## src/rtl/p2s_pkg.sv

```systemverilog
package p2s_pkg;

   typedef enum logic [0:0] {
      P2S_IDLE = 1'b0,
      P2S_SEND = 1'b1
   } p2s_state_e;

   function automatic int p2s_cnt_width(input int slots);
      return (slots <= 2) ? 1 : $clog2(slots);
   endfunction

endpackage

```

## src/rtl/p2s_shift_reg.sv

```systemverilog
module p2s_shift_reg #(
   parameter int WORD_W = 8
) (
   input  logic              clk,
   input  logic              rst_n,
   input  logic              load_en,
   input  logic              shift_en,
   input  logic [WORD_W-1:0] data_i,
   output logic              bit_o
);

   logic [WORD_W-1:0] q;

   always_ff @(posedge clk or negedge rst_n) begin
      if (!rst_n) begin
         q <= '0;
      end else if (load_en) begin
         q <= data_i;
      end else if (shift_en) begin
         q <= {1'b0, q[WORD_W-1:1]};
      end
   end

   assign bit_o = q[0];

endmodule

```

## src/rtl/p2s_slot_ctr.sv

```systemverilog
module p2s_slot_ctr #(
   parameter int WORD_W = 8,
   parameter int CNT_W  = 3
) (
   input  logic clk,
   input  logic rst_n,
   input  logic clear,
   input  logic adv,
   output logic last_o
);

   localparam logic [CNT_W-1:0] LAST_SLOT = CNT_W'(WORD_W - 1);

   logic [CNT_W-1:0] cnt;

   always_ff @(posedge clk or negedge rst_n) begin
      if (!rst_n) begin
         cnt <= '0;
      end else if (clear) begin
         cnt <= '0;
      end else if (adv) begin
         cnt <= (cnt == LAST_SLOT) ? '0 : cnt + 1'b1;
      end
   end

   assign last_o = (cnt == LAST_SLOT);

endmodule

```

## src/rtl/p2s_parity_ff.sv

```systemverilog
module p2s_parity_ff (
   input  logic clk,
   input  logic rst_n,
   input  logic clear,
   input  logic en,
   input  logic bit_i,
   output logic par_o
);

   logic par_q;

   always_ff @(posedge clk or negedge rst_n) begin
      if (!rst_n) begin
         par_q <= 1'b0;
      end else if (clear) begin
         par_q <= 1'b0;
      end else if (en) begin
         par_q <= par_q ^ bit_i;
      end
   end

   assign par_o = par_q;

endmodule

```

## src/rtl/p2s_ctrl.sv

```systemverilog
module p2s_ctrl
   import p2s_pkg::*;
(
   input  logic clk,
   input  logic rst_n,
   input  logic load_i,
   input  logic last_i,
   output logic start_o,
   output logic step_o,
   output logic busy_o,
   output logic done_o
);

   p2s_state_e state_q, state_d;
   logic       done_q;

   always_comb begin
      state_d = state_q;
      unique case (state_q)
         P2S_IDLE: if (load_i) state_d = P2S_SEND;
         P2S_SEND: if (last_i) state_d = P2S_IDLE;
         default:  state_d = P2S_IDLE;
      endcase
   end

   always_ff @(posedge clk or negedge rst_n) begin
      if (!rst_n) begin
         state_q <= P2S_IDLE;
         done_q  <= 1'b0;
      end else begin
         state_q <= state_d;
         done_q  <= (state_q == P2S_SEND) && last_i;
      end
   end

   assign start_o = (state_q == P2S_IDLE) && load_i;
   assign step_o  = (state_q == P2S_SEND);
   assign busy_o  = (state_q == P2S_SEND);
   assign done_o  = done_q;

endmodule

```

## src/rtl/p2s_parity_tx.sv

```systemverilog
module p2s_parity_tx
   import p2s_pkg::*;
#(
   parameter int DATA_W     = 7,
   parameter int PARITY_ODD = 0
) (
   input  logic                clk,
   input  logic                rst_n,
   input  logic                load_i,
   input  logic [DATA_W:0]     word_i,
   output logic                ser_o,
   output logic                busy_o,
   output logic                done_o
);

   localparam int WORD_W = DATA_W + 1;
   localparam int CNT_W  = p2s_cnt_width(WORD_W);

   if (DATA_W < 1) begin : g_bad_width
      $error("p2s_parity_tx: DATA_W must be at least 1");
   end
   if (PARITY_ODD != 0 && PARITY_ODD != 1) begin : g_bad_sense
      $error("p2s_parity_tx: PARITY_ODD must be 0 or 1");
   end

   logic start, step, last, sh_bit, par_q, par_bit, busy;

   p2s_ctrl u_ctrl (
      .clk     (clk),
      .rst_n   (rst_n),
      .load_i  (load_i),
      .last_i  (last),
      .start_o (start),
      .step_o  (step),
      .busy_o  (busy),
      .done_o  (done_o)
   );

   p2s_shift_reg #(.WORD_W(WORD_W)) u_shift (
      .clk      (clk),
      .rst_n    (rst_n),
      .load_en  (start),
      .shift_en (step),
      .data_i   (word_i),
      .bit_o    (sh_bit)
   );

   p2s_slot_ctr #(.WORD_W(WORD_W), .CNT_W(CNT_W)) u_slot (
      .clk    (clk),
      .rst_n  (rst_n),
      .clear  (start),
      .adv    (step),
      .last_o (last)
   );

   p2s_parity_ff u_par (
      .clk   (clk),
      .rst_n (rst_n),
      .clear (start),
      .en    (step && !last),
      .bit_i (sh_bit),
      .par_o (par_q)
   );

   if (PARITY_ODD == 1) begin : g_odd
      assign par_bit = ~par_q;
   end else begin : g_even
      assign par_bit = par_q;
   end

   assign ser_o  = busy & (last ? par_bit : sh_bit);
   assign busy_o = busy;

endmodule

```

## config.mk

```make
export PLATFORM = sky130hd
export DESIGN_NAME = p2s_parity_tx
export DESIGN_NICKNAME = d
export VERILOG_FILES = /design/src/rtl/p2s_pkg.sv /design/src/rtl/p2s_shift_reg.sv /design/src/rtl/p2s_slot_ctr.sv /design/src/rtl/p2s_parity_ff.sv /design/src/rtl/p2s_ctrl.sv /design/src/rtl/p2s_parity_tx.sv
export SDC_FILE = /design/constraint.sdc
export NUM_CORES = 1
export LEC_CHECK = 0
export ABC_AREA = 1
export CORE_MARGIN = 2
export CORE_UTILIZATION = 40
export CTS_CLUSTER_SIZE = 28
export DETAILED_ROUTE_END_ITERATION = 12
export GPL_ROUTABILITY_DRIVEN = 0
export HOLD_SLACK_MARGIN = 0.1
export PLACE_DENSITY_LB_ADDON = 0.05
export SETUP_SLACK_MARGIN = 0.5
export SLEW_MARGIN = 5
export SYNTH_ARGS = -nofsm -noshare
export SYNTH_HDL_FRONTEND = slang
export SYNTH_SLANG_ARGS = --single-unit
```

## constraint.sdc

```tcl
create_clock -name clk -period 1.3 [get_ports clk]
set_input_delay 0.26 -clock clk [delete_from_list [all_inputs] [get_ports clk]]
set_output_delay 0.26 -clock clk [all_outputs]
set_load 0.01 [all_outputs]
```

==> flow_summary.ini <==
[outcome]
outcome = finished, violations left
violations = setup timing

[detailed_routing]
drc_errors = 0
via_per_inst = 4.847
wirelength_um = 1620
vias = 601
drtPass1Iterations = 4
drt_iter0_markers = 4
wl_per_cell_um = 13.06
ant_nets = 0

[floorplanning]
rows = 14
core_um2 = 1524
io_pins = 14
die_w_um = 44.37
dieArea_um2 = 1969
initial_utilization_pct = 42.78
die_h_um = 44.37

[global_routing]
antenna_found_initial = 0
grt_start_max_net_pins = 15
grt_overflow = 0
grt_pass1_wl_um = 2608
grt_pass1_vias = 593
grt_usage_pct = 18.65

[synthesis]
ys_seq_area_share_pct = 53.74
synthesis.nets = 90
synth_cells = 76
synth_compound_area_share_pct = 3.263
yosys.area.top_type = dfrtp_1
synth_cell_types = 14
synth_area_leaders = dfrtp_1, nand2_1, nand3_1
yosys.area.top_type_share_pct = 53.74
synth_adder_area_share_pct = 5.758
ys_warn_count = 0
synthSimpleGateAreaFrac_pct = 31.48
avgSynthCellArea_um2 = 8.577
synthMuxAreaShare_pct = 0
synth_top_family_by_area = simple AND/OR/NAND/NOR gates
synth-xor-area-share_pct = 0
netlist_area_um2 = 651.9
ys_seq_elements = 14

[power]
combPwrFrac_pct = 51.5
p_int_w = 0.001403
ir_drop_v = 0.001135
seq_power_share_pct = 34.3
finalPower_w = 0.002257
p_clk_share_pct = 14.1
p_leak_nw = 0.6456
p_sw_share_pct = 37.85
power_switching_w = 0.0008543
power_density_nw_per_um2 = 2002

[sta]
worstMarginPinSlew_ns = 0.2915
slew_headroom_pct = 80.40
rsz0062_at_grt = true
fmax_ghz = 0.5971
finalCriticalPeriod_ns = 1.675
hold_violations = 0
finalWorstSetupSlack_ns = -0.3748
min_period_over_period_pct = 128.8
setup_violations = 5
drv_slew = 0
clock_skew_ns = 0.005196

[placed_design]
portBuffers = 13
dp_hpwl_um = 983.2

[clock_network]
cts_tree = yes
htree_levels = 1
clkTransAtPathRegs_ns = 0.09
clock_sinks = 14
clk_latency_ns = 0.28
numCtsBuffers = 3
ctsHoldBuffers = 0
root_buffer = clkbuf_4
clock_path_buffers = 2

[setup_path]
ff2ff_path_depth = 5
setup.worst_path.end_class = output port
cp_max_fo = 3
required_ns = 1.04
worstPathArrival_ns = 1.41
critical_path_class = register to output port
crit_path_start_kind = register

[final_layout]
fin_util_pct = 73.97
nets = 123
final_common_cell = nand2_1
drive_gt1_share_pct = 52.78
synthToLayoutAreaGrowth_pct = 72.94
num_antenna_cells = 0
mostFrequentLayoutCells = nand2_1, dfrtp_1, buf_4

[min_path]
hp-class = input pin to asynchronous set/reset pin

[flow_run]
max_cap_viol_count = 0
[final timing paths]
check,start,endpoint,slack [ns]
max,u_slot.cnt[0]$_DFFE_PN0P_,ser_o,-0.37
min,rst_n,u_par.par_o$_DFFE_PN0P_,0.29
max reg2reg,u_slot.cnt[0]$_DFFE_PN0P_,u_slot.cnt[2]$_DFFE_PN0P_,-0.06
min reg2reg,u_shift.q[7]$_DFFE_PN0P_,u_shift.q[7]$_DFFE_PN0P_,0.49
max in group asynchronous,rst_n,u_ctrl.busy_o$_DFF_PN0_,0.83
min in group clk,u_shift.q[7]$_DFFE_PN0P_,u_shift.q[7]$_DFFE_PN0P_,0.49
[area by class of cell]
type	instances	area, um2
Timing Repair Buffer	30	276.5
Tap cell	16	20.02
Clock buffer	4	36.28
Fill cell	121	396.6
Sequential cell	14	351.6
Inverter	6	25.02
Multi-Input combinational cell	54	417.9
[layer usage]
| layer | global-route usage, % | vias to the layer above | part of all wire [%] |
|---|---|---|---|
| li1 | - | 302 | - |
| met2 | 31.18 | 11 | 53 |
| met1 | 24.48 | 286 | 43 |
| met3 | 2.449 | 2 | 3.2 |
| met5 | 0 | - | 0 |
| met4 | 7.273 | 0 | 0.62 |
[state kept, by name, indices dropped and copies added (netlist names)]
register and cells:
u_shift.q 8, u_slot.cnt 3, u_ctrl.done_o 1, u_ctrl.busy_o 1, u_par.par_o 1
[critical path, stage by stage (launching register included)]
cell     delay [ns]
dfrtp_1        0.42
ha_4           0.18
ha_4           0.16
inv_2          0.05
nand2_2        0.05
a21oi_2        0.13
buf_2          0.15
[logic make-up (layout without fill, tap and decap cells)]
family | after synthesis | after routing
DFF | 14 | 14
adders and majority gates | 3 | 3
AOI/OAI and AO/OA | 3 | 3
and+or+nand+nor | 48 | 48
buffers and inverters | 8 | 40
[repair_timing]
action                                  CTS  global route
buffers inserted                          4             3
resized for setup                        45             4
endpoints found under the setup margin   17            17
pin swaps                                 5             5
[cells in the mapped netlist]
master,n
ha_1,3
nor2_1,2
inv_1,4
nand2_2,1
dfrtp_1,14
o31ai_1,1
a22o_1,1
nor2_2,1
nand2_1,33
a21oi_1,1
nand2_4,1
inv_2,2
nand3_1,10
buf_4,2
[power by group through the flow]
| stage | Combinational, W | Clock, W | Sequential (W) |
|---|---|---|---|
| after floorplan | 0.000448 | 0 | 0.000732 |
| after global placement | 0.000781 | 0 | 0.000718 |
| after detailed placement | 0.000806 | 0 | 0.000722 |
| after CTS | 0.00105 | 0.000331 | 0.000772 |
| after global routing | 0.00126 | 0.000340 | 0.000793 |
| final | 0.00116 | 0.000319 | 0.000775 |
[per-stage QoR]
stage | area (um2) | setup TNS (ns) | std cells | hold slack [ns] | worst slack [ns]
floorplan | 678.2 | 0 | 76 | -0.03559 | 0.04979
global placement | 884.6 | -1.040 | 113 | 0.4606 | -0.4334
detailed placement | 884.6 | -0.9930 | 113 | 0.4648 | -0.5291
CTS | 1092 | -0.3948 | 121 | 0.2821 | -0.3948
global route | 1127 | -0.7321 | 124 | 0.3066 | -0.4275
finish | 1127 | -0.5169 | 124 | 0.2867 | -0.3748
(Power assumes the default switching activity.)
